### config.mk
export PLATFORM = sky130hd
export DESIGN_NAME = tmr_cc_channel
export DESIGN_NICKNAME = d
export VERILOG_FILES = /design/src/rtl/cc_pkg.sv /design/src/rtl/cc_edge_detect.sv /design/src/rtl/cc_out_action.sv /design/src/rtl/tmr_cc_channel.sv
export SDC_FILE = /design/constraint.sdc
export NUM_CORES = 1
export LEC_CHECK = 0
export BUFFER_PORTS_ARGS = -buffer_cell sky130_fd_sc_hd__buf_2
export CORE_ASPECT_RATIO = 0.9
export CORE_MARGIN = 8
export CORE_UTILIZATION = 25
export CTS_CLUSTER_SIZE = 8
export DETAILED_ROUTE_END_ITERATION = 7
export HOLD_SLACK_MARGIN = 0.1
export PLACE_DENSITY = 0.5
export SLEW_MARGIN = 40
export SYNTH_ARGS = -nofsm -noshare
export SYNTH_HDL_FRONTEND = slang
export SYNTH_HIERARCHICAL = 1
export SYNTH_SLANG_ARGS = --single-unit
### constraint.sdc
create_clock -name clk -period 4.3 [get_ports clk]
set_clock_uncertainty 0.1 [all_clocks]
set_input_delay 1.075 -clock clk [delete_from_list [all_inputs] [get_ports clk]]
set_output_delay 1.075 -clock clk [all_outputs]
set_load 0.03 [all_outputs]
### src/rtl/cc_pkg.sv
package cc_pkg;

   typedef enum logic [1:0] {
      EDG_NONE = 2'b00,
      EDG_RISE = 2'b01,
      EDG_FALL = 2'b10,
      EDG_BOTH = 2'b11
   } edge_sel_e;

   typedef enum logic [1:0] {
      ACT_HOLD = 2'b00,
      ACT_SET  = 2'b01,
      ACT_CLR  = 2'b10,
      ACT_TGL  = 2'b11
   } out_act_e;

   // bit 6 .. bit 0
   typedef struct packed {
      logic      irq_en;
      out_act_e  act;
      edge_sel_e esel;
      logic      src_b;
      logic      cap_mode;
   } cc_cfg_t;

   localparam int CFG_W = $bits(cc_cfg_t);

endpackage

### src/rtl/cc_edge_detect.sv
module cc_edge_detect
   import cc_pkg::*;
#(
   parameter int STAGES = 2
) (
   input  logic      clk,
   input  logic      rst_n,
   input  logic      sin,
   input  edge_sel_e esel,
   input  logic      arm,
   output logic      hit
);

   localparam int LAST = STAGES - 1;

   if (STAGES < 2) begin : g_bad_stages
      $error("cc_edge_detect: STAGES must be at least 2");
   end

   // pipe[0..LAST] synchronizer, pipe[STAGES] previous level
   logic [STAGES:0] pipe;

   always_ff @(posedge clk or negedge rst_n) begin
      if (!rst_n) pipe[0] <= 1'b0;
      else        pipe[0] <= sin;
   end

   for (genvar i = 1; i <= STAGES; i++) begin : g_stage
      always_ff @(posedge clk or negedge rst_n) begin
         if (!rst_n) pipe[i] <= 1'b0;
         else        pipe[i] <= pipe[i-1];
      end
   end

   logic now_lvl, old_lvl, rise, fall;
   assign now_lvl = pipe[LAST];
   assign old_lvl = pipe[STAGES];
   assign rise    = now_lvl & ~old_lvl;
   assign fall    = ~now_lvl & old_lvl;

   always_comb begin
      unique case (esel)
         EDG_RISE: hit = arm & rise;
         EDG_FALL: hit = arm & fall;
         EDG_BOTH: hit = arm & (rise | fall);
         default:  hit = 1'b0;
      endcase
   end

endmodule

### src/rtl/cc_out_action.sv
module cc_out_action
   import cc_pkg::*;
#(
   parameter bit OUT_INIT = 1'b0
) (
   input  logic     clk,
   input  logic     rst_n,
   input  logic     ev,
   input  out_act_e act,
   output logic     q
);

   logic q_nxt;

   always_comb begin
      q_nxt = q;
      if (ev) begin
         unique case (act)
            ACT_SET: q_nxt = 1'b1;
            ACT_CLR: q_nxt = 1'b0;
            ACT_TGL: q_nxt = ~q;
            default: q_nxt = q;
         endcase
      end
   end

   always_ff @(posedge clk or negedge rst_n) begin
      if (!rst_n) q <= OUT_INIT;
      else        q <= q_nxt;
   end


   out_hold_chk: assert property (@(posedge clk) disable iff (!rst_n)
      !ev |=> $stable(q));

endmodule

### src/rtl/tmr_cc_channel.sv
module tmr_cc_channel
   import cc_pkg::*;
#(
   parameter int CNT_W       = 16,
   parameter int SYNC_STAGES = 2,
   parameter bit OUT_INIT    = 1'b0
) (
   input  logic             clk,
   input  logic             rst_n,
   input  logic [CNT_W-1:0] tmr_count,
   input  logic             cfg_we,
   input  logic [6:0]       cfg_wdata,
   input  logic             ccr_we,
   input  logic [CNT_W-1:0] ccr_wdata,
   input  logic             ccr_rd,
   input  logic             flag_clr,
   input  logic             ovf_clr,
   input  logic             cap_in_a,
   input  logic             cap_in_b,
   output logic [CNT_W-1:0] ccr_q,
   output logic             cc_flag,
   output logic             cc_ovf,
   output logic             cc_irq,
   output logic             cmp_out
);

   if (CNT_W < 2) begin : g_bad_width
      $error("tmr_cc_channel: CNT_W must be at least 2");
   end
   if (CFG_W != 7) begin : g_bad_cfg
      $error("tmr_cc_channel: configuration word must be 7 bits");
   end

   cc_cfg_t cfg;

   always_ff @(posedge clk or negedge rst_n) begin
      if (!rst_n)      cfg <= '0;
      else if (cfg_we) cfg <= cc_cfg_t'(cfg_wdata);
   end

   // capture path
   logic sel_in, cap_ev;
   assign sel_in = cfg.src_b ? cap_in_b : cap_in_a;

   cc_edge_detect #(.STAGES(SYNC_STAGES)) u_edge (
      .clk  (clk),
      .rst_n(rst_n),
      .sin  (sel_in),
      .esel (cfg.esel),
      .arm  (cfg.cap_mode),
      .hit  (cap_ev)
   );

   // compare path
   logic match, match_d, cmp_ev;
   assign match  = (tmr_count == ccr_q);
   assign cmp_ev = ~cfg.cap_mode & match & ~match_d;

   always_ff @(posedge clk or negedge rst_n) begin
      if (!rst_n) match_d <= 1'b0;
      else        match_d <= match;
   end

   // holding register
   always_ff @(posedge clk or negedge rst_n) begin
      if (!rst_n)      ccr_q <= '0;
      else if (cap_ev) ccr_q <= tmr_count;
      else if (ccr_we) ccr_q <= ccr_wdata;
   end

   // flag, unread tracking, overflow
   logic unread;

   always_ff @(posedge clk or negedge rst_n) begin
      if (!rst_n) begin
         cc_flag <= 1'b0;
         unread  <= 1'b0;
         cc_ovf  <= 1'b0;
      end else begin
         if (cap_ev | cmp_ev) cc_flag <= 1'b1;
         else if (flag_clr)   cc_flag <= 1'b0;

         if (cap_ev)      unread <= 1'b1;
         else if (ccr_rd) unread <= 1'b0;

         if (cap_ev & unread & ~ccr_rd) cc_ovf <= 1'b1;
         else if (ovf_clr)              cc_ovf <= 1'b0;
      end
   end

   assign cc_irq = cc_flag & cfg.irq_en;

   cc_out_action #(.OUT_INIT(OUT_INIT)) u_out (
      .clk  (clk),
      .rst_n(rst_n),
      .ev   (cmp_ev),
      .act  (cfg.act),
      .q    (cmp_out)
   );


   cap_value_chk: assert property (@(posedge clk) disable iff (!rst_n)
      cap_ev |=> (ccr_q == $past(tmr_count)));


   sw_write_chk: assert property (@(posedge clk) disable iff (!rst_n)
      (ccr_we && !cap_ev) |=> (ccr_q == $past(ccr_wdata)));


   flag_set_chk: assert property (@(posedge clk) disable iff (!rst_n)
      (cap_ev || cmp_ev) |=> cc_flag);


   ovf_src_chk: assert property (@(posedge clk) disable iff (!rst_n)
      $rose(cc_ovf) |-> $past(cap_ev));


   mode_excl_chk: assert property (@(posedge clk) disable iff (!rst_n)
      !(cap_ev && cmp_ev));

endmodule

Word-level counts from Yosys, hierarchy flattened

Index checks and enable logic that the tools add are counted.

Register bits: 31
Bits in latches: 0
RAM bits: 0
Bits in read-only memories: 0
Input bits: 48
Output and inout bits: 20
Word-level logic and storage cells: 56
Memories: 0

Add/subtract/negate cells: 0
Multiply operators: 0
Div/mod/pow operators: 0
Magnitude comparators: 0
Equality and inequality tests: 7
Shift operators: 0
Muxes and demuxes: 11
Bitwise logic cells: 18
Reductions and logical operators: 6

Operator list:

| operator                                                               | number |
|---|---|
| 16-bit 2-to-1 mux                                                      | 2 |
| 16-bit equality test                                                   | 1 |
| 1-bit bitwise AND                                                      | 10 |
| 2-bit equality test (second input constant)                            | 4 |
| 2-bit nonzero test                                                     | 4 |
| 1-bit 2-to-1 mux                                                       | 7 |
| 1-bit NOT                                                              | 6 |
| 1-bit one-hot mux with 3 select lines                                  | 2 |
| 2-bit by 1-bit equality test with 1-bit output (second input constant) | 2 |
| 3-bit nonzero test                                                     | 1 |
| 1-bit bitwise OR                                                       | 2 |
| 2-bit AND reduction                                                    | 1 |

Depth between registers and ports, before layout

Gate-level depths: netlist (run 1).

Word-level depth: 8
Depth in mapped cells: 8
Gate-level depth less buffers: 6

Modules after synthesis

The synthesis (run 1) kept the hierarchy.

Modules (own cells, without submodules):

| module         | times used | cells each | area each (um^2) | sequential area each (um^2) |
|---|---|---|---|---|
| tmr_cc_channel | 1          | 121        | 1355.0           | 675.6 |
| cc_edge_detect | 1          | 12         | 137.6            | 75.1 |
| cc_out_action  | 1          | 3          | 36.3             | 25.0 |

Worst setup path after synthesis (run 1)

OpenSTA, ideal clock, no wires.

Path kind: input to register
From: input port tmr_count[9]
To: register u_out.q
Library setup time: 0.082 ns
Arrival: 2.069 ns
Path slack: 2.049 ns
Cell stages on the path: 6
Buffers on the path: 0
Path through: xor2_1 nor4_2 nand4_1 nor3_1 a21oi_1 a31oi_1

Word-level cells in the longest chain between the ends: 4

RTL lines:

| what                                 | RTL line             | source |
|---|---|---|
| start, declared                      | tmr_cc_channel.sv:10 | `input logic [CNT_W-1:0] tmr_count,` |
| 16-bit equality test                 | tmr_cc_channel.sv:56 | `assign match = (tmr_count == ccr_q);` |
| 1-bit bitwise AND (2 in a row)       | tmr_cc_channel.sv:57 | `assign cmp_ev = ~cfg.cap_mode & match & ~match_d;` |
| named net cmp_ev                     | tmr_cc_channel.sv:55 | `logic match, match_d, cmp_ev;` |
| 2-bit AND reduction (no source line) | --                   |  |
| end signal, assigned                 | cc_out_action.sv:29  | `else q <= q_nxt;` |
| end, declared                        | cc_out_action.sv:10  | `output logic q` |

The timed path passes the listed nets, and every way through them passes these cells.
A chain may end at the register's enable or synchronous reset.

Worst setup path after layout (run 1)

From: input port tmr_count[5]
To: register u_out.q

The elaborated chain is that of the path after synthesis.

==> impl_metrics.ini, run 1 <==
[routing]
wl_per_cell_um = 13.8
routed_via_density = 4.36
dr.pass1.iters = 4
drtIter0Drc = 24
postRouteAntennaNets = 0
drc_errors = 0
routed_wl_mm = 3.80
vias = 1204

[final_layout]
area_growth_pct = 33.1
nNetsFinal = 254
diodes = 0
drive_above_1_share_pct = 43.6
final_cell_mix = 67 x buf_2, 31 x dfrtp_1, 16 x xor2_1, 16 x mux2i_1, 16 x nand2_1
mostFrequentLayoutCell = buf_2

[power]
internal_power_uw = 558
powerDensity_nw_per_um2 = 424
p_clk_share_pct = 26.6
p_total_uw = 863
p_seq_share_pct = 43.5
switching_power_uw = 305
switching_share_pct = 35.3
power.leakage_nw = 1.03
comb_power_share_pct = 29.9
vdd_drop_max_v = 0.000147

[floorplanning]
dieHeight_um = 90.2
ioPinCount = 68
num_rows = 27
core-area_um2 = 6010
die_x_um = 98.4
die-area_um2 = 8880
initial_core_util_pct = 25.4

[timing]
slew_viol_final = 0
fin_crit_sh_pct = 53.2
tightest_slew_ns = 0.710
slew_headroom_pct = 52.7
setup_viol = 0
fmax_mhz = 437
finalHoldViolCount = 0
period_needed_ns = 2.29
rsz0062_at_grt = no
final.setup.tns_ns = 0

[placed_design]
dp_hpwl_mm = 2.95
port_buffers = 67
gp_congestion = 0.687

[global_routing]
grt_overflow = 0
grt_pass1_vias = 1296
antenna_found_initial = 0
grt_usage_pct = 8.79
grt_max_degree = 32
grt_pass1_wl_mm = 6.29

[clocking]
cts_tree = yes
cts-root-buf = clkbuf_8
clock_sinks = 31
clock_latency_ns = 0.28
post_cts_buffers = 0
h-tree-depth = 2
ctsHoldBuffers = 0
cts_buffer_depth = 2
cts_resized = 0
cts_buffers = 5
clkTransAtPathRegs_ns = 0.07

[critical_path]
cp_data_arrival_time_ns = 2.39
crit_path_start_kind = input pin
cpPeakStageDelay_ns = 0.32
cpMaxStageDelayCell = nor4_2
critPathCaptureType = register
worstPathCellList = buf_2 > xor2_1 > nor4_2 > nand4_1 > nor3_1 > a21oi_1 > a31oi_1
worstPathMaxFanout = 3
worst-setup-path-type = input pin to register
worst_ep_required_time_ns = 4.40

[synth]
yosysTopAreaCell = dfrtp_1
syn-num-nets = 186
syn_area_per_cell_um2 = 11.2
synth-seq-cells = 31
synth.area.top_cells = dfrtp_1 51%, mux2i_1 10%, xor2_1 9.2%
yosysSeqAreaShare_pct = 50.7
yosysTopAreaCellShare_pct = 50.7
yosys_warnings = 6
syn_area_um2 = 1530
netlist_instances = 136
synth_cell_types = 23

[min_path]
holdCritPathClass = register to register

[run_status]
status = complete, no violations

[job]
maxCapViolations = 0
==> through the flow <==
step | util [%] | hold WS (ns) | cells | instance area (µm²) | setup WS [ns]
floorplan | - | 0.231 | 136 | 1530 | 2.05
detailed placement | 32.4 | 0.237 | 269 | 1950 | 1.70
finish | 33.9 | 0.253 | 276 | 2040 | 2.01
CTS | 33.9 | 0.252 | 276 | 2040 | 2.02
global placement | 32.4 | 0.233 | 269 | 1950 | 1.72
global route | 33.9 | 0.262 | 276 | 2040 | 1.92
==> routing by layer <==
| metal | track usage, % | vias to the layer above | wire length, µm |
|---|---|---|---|
| li1 | - | 599 | - |
| met1 | 11.4 | 550 | 1840 |
| met2 | 11.7 | 48 | 1490 |
| met3 | 5.01 | 7 | 440 |
| met4 | 3.07 | 0 | 40 |
| met5 | 0 | - | 0 |
==> state kept, by name, summed over array words and instances, names as in the netlist <==
signal	cells
u_out/q	1
u_edge/pipe	1
cc_flag	1
match_d	1
cfg	7
u_edge/now_lvl	1
ccr_q	16
u_edge/old_lvl	1
unread	1
cc_ovf	1
==> final cells by class <==
cell class,count,area [µm²]
sequential,31,776
timing repair buffer,68,343
tap,72,90.1
fill,626,3980
inverter,7,26.3
clock inverter,1,5.00
clock buffer,6,82.6
multi-input combinational,91,713
==> power groups by stage <==
stage / registers, mW / logic, mW / clock network (mW)
2_1_floorplan: 0.445 / 0.100 / 0
3_3_place_gp: 0.381 / 0.262 / 0
3_5_place_dp: 0.381 / 0.263 / 0
4_1_cts: 0.376 / 0.263 / 0.241
5_1_grt: 0.384 / 0.281 / 0.256
6_report: 0.376 / 0.258 / 0.229
==> kinds of logic after synthesis <==
| logic type | Yosys count | synth area share, % |
|---|---|---|
| compound gates | 24 | 9.17 |
| xor+xnor | 16 | 9.17 |
| fa+ha+maj | 2 | 1.64 |
| buf+inv | 14 | 3.76 |
| flops | 31 | 50.7 |
| mux | 24 | 16.4 |
| simple gates | 25 | 9.17 |
==> synth_stat cells <==
| cell type | count |
|---|---|
| a21oi_1 | 3 |
| nand2b_1 | 2 |
| nor3_1 | 1 |
| xor2_1 | 16 |
| buf_2 | 1 |
| o21ai_0 | 12 |
| nor4_2 | 4 |
| a311oi_1 | 1 |
| nand4_1 | 1 |
| and2_1 | 1 |
| a31oi_1 | 1 |
| dfrtp_1 | 31 |
| nand2_1 | 16 |
| buf_4 | 1 |
| a32o_1 | 1 |
| a21o_1 | 1 |
| o21ai_1 | 4 |
| clkbuf_1 | 5 |
| o31ai_2 | 1 |
| mux2i_1 | 16 |
| ha_1 | 2 |
| mux2_2 | 8 |
| inv_1 | 7 |
==> critical path, delay by kind of cell <==
family / cells / cell delay (ns)
simple gates: 3 / 0.79
buf+inv: 1 / 0.11
compound gates: 2 / 0.24
xor+xnor: 1 / 0.16
==> path summary, 6_finish.rpt <==
check                               startpoint        endpoint  slack (ns)  cells past startpoint
max in group asynchronous                rst_n          cfg[4]        2.90                      1
worst min register to register  u_edge/pipe[0]  u_edge/now_lvl        0.25                      0
min in group asynchronous                rst_n        ccr_q[0]        0.74                      1
worst max register to register  u_edge/now_lvl        ccr_q[1]        2.25                      6
worst max-delay path              tmr_count[5]         u_out/q        2.01                      7
worst min-delay path            u_edge/pipe[0]  u_edge/now_lvl        0.25                      0
Note: power is estimated with default switching activity, not from simulation.
==> run 2, diff against run 1 <==
--- a/config.mk
+++ b/config.mk
@@ -12,7 +12,7 @@
 export CTS_CLUSTER_SIZE = 8
 export DETAILED_ROUTE_END_ITERATION = 7
 export HOLD_SLACK_MARGIN = 0.1
-export PLACE_DENSITY = 0.5
+export PLACE_DENSITY = 0.51
 export SLEW_MARGIN = 40
 export SYNTH_ARGS = -nofsm -noshare
 export SYNTH_HDL_FRONTEND = slang
==> constraint.sdc (replaced) <==
create_clock -name clk -period 2.1 [get_ports clk]
set_clock_uncertainty 0.1 [all_clocks]
set_input_delay 0.525 -clock clk [delete_from_list [all_inputs] [get_ports clk]]
set_output_delay 0.525 -clock clk [all_outputs]
set_load 0.03 [all_outputs]
==> impl_metrics.ini, run 2 (synthesis results as in run 1) <==
[routing]
drc_errors = 0
drtIter0Drc = 43
wl_per_cell_um = 14.2
routed_wl_mm = 3.94
dr.pass1.iters = 4
vias = 1208
postRouteAntennaNets = 0
routed_via_density = 4.35

[power]
powerDensity_nw_per_um2 = 859
p_total_mw = 1.77
power.leakage_nw = 1.04
vdd_drop_max_v = 0.000351

[clocking]
h-tree-depth = 2
ctsHoldBuffers = 0
cts_tree = yes
cts-root-buf = clkbuf_8
cts_buffer_depth = 2
clock_sinks = 31
clkTransAtPathRegs_ns = 0.06
cts_buffers = 5
clock_latency_ns = 0.28
post_cts_buffers = 0
cts_resized = 0

[critical_path]
critPathCaptureType = register
crit_path_start_kind = register
critPathTopFamily = compound AO/OA/AOI/OAI gates
worst-setup-path-type = register to register
crit_buf_inv = 2
worst_ep_required_time_ns = 2.15
worstPathMaxFanout = 35
cpPeakStageDelay_ns = 0.37
cpMaxStageDelayCell = dfrtp_1
r2r-start = u_edge/now_lvl
cp_data_arrival_time_ns = 1.79
worstPathCellList = inv_1 > ha_1 > nand2b_1 > a311oi_4 > buf_12 > o21ai_0
startpoint = u_edge/now_lvl

[timing]
period_needed_ns = 1.74
finalHoldViolCount = 0
rsz0062_at_grt = no
fmax_mhz = 575
slew_headroom_pct = 64.2
hold_ws_ns = 0.161
final.setup.tns_ns = 0
slew_viol_final = 0
worst_slack_ns = 0.361
tightest_slew_ns = 0.537
fin_crit_sh_pct = 82.8
setup_viol = 0

[floorplanning]
num_rows = 27
core-area_um2 = 6010
die_x_um = 98.4
initial_core_util_pct = 25.4
dieHeight_um = 90.2
ioPinCount = 68
die-area_um2 = 8880

[global_routing]
grt_usage_pct = 9.49
grt_max_degree = 36
antenna_found_initial = 1
grt_pass1_vias = 1357
grt_pass1_wl_mm = 6.66
grt_overflow = 0

[final_layout]
diodes = 0
final_cell_mix = 67 x buf_2, 31 x dfrtp_1, 16 x xor2_1, 16 x mux2i_1, 16 x nand2_1
fillers = 649
nNetsFinal = 256
area_growth_pct = 34.9
regMostFlops = ccr_q
largest_reg_flops = 16
drive_above_1_share_pct = 44.2
reg_top3 = ccr_q (16), cfg (7)
mostFrequentLayoutCell = buf_2

[placed_design]
place_ws_ns = 0.134
port_buffers = 67
gp_congestion = 0.678
dp_hpwl_mm = 3.04

[run_status]
status = complete, no violations

[job]
maxCapViolations = 0

[min_path]
holdCritPathClass = input pin to asynchronous set/reset pin
## run 2: cell count changes in the layout (fill, tap and decap cells not counted), sizes merged
cell  before  now
buf       68   70
## run 2: power breakdown
part / switching (mW) / internal, mW
combinational: 0.333 / 0.202
clock: 0.211 / 0.257
sequential: 0.0780 / 0.691
total: 0.622 / 1.15
## run 2: worst paths after layout
kind	end	slack, ns	cells past startpoint
worst max-delay path	ccr_q[14]	0.36	6
worst min-delay path	cfg[5]	0.16	2
worst max register to register	ccr_q[14]	0.36	6
worst min register to register	u_edge/now_lvl	0.25	0
max in group asynchronous	ccr_q[7]	1.44	2
min in group clk	u_edge/now_lvl	0.25	0
## run 2: layout make-up
class	instances	area [µm²]	area share, %
flip-flops and latches	31	776	37.6
clock inverters	1	5.00	0.243
multi-input cells	91	713	34.6
clock buffers	6	82.6	4.00
inverters	7	26.3	1.27
well taps	72	90.1	4.37
repair buffers	70	370	18.0
## run 2: metal layers
layer / vias to the layer above / wire (µm) / track usage [%]
met1: 561 / 1680 / 10.6
met5: - / 8 / 0
met2: 37 / 1920 / 15.4
met4: 2 / 66 / 4.60
met3: 6 / 261 / 3.70
li1: 602 / - / -
## run 2: worst register-to-register path: cells and delay by family (launching register included)
kind,cells,cell delay [ns]
compound gates,2,0.43
fa+ha+maj,1,0.27
buf+inv,2,0.27
flops,1,0.37
simple gates,1,0.18
## run 2: through the flow
stage | area [µm²] | utilization (%) | std cells
2_1_floorplan | 1530 | - | 136
3_3_place_gp | 1980 | 32.9 | 271
3_5_place_dp | 1980 | 32.9 | 271
4_1_cts | 2060 | 34.3 | 278
5_1_grt | 2060 | 34.3 | 278
6_report | 2060 | 34.3 | 278
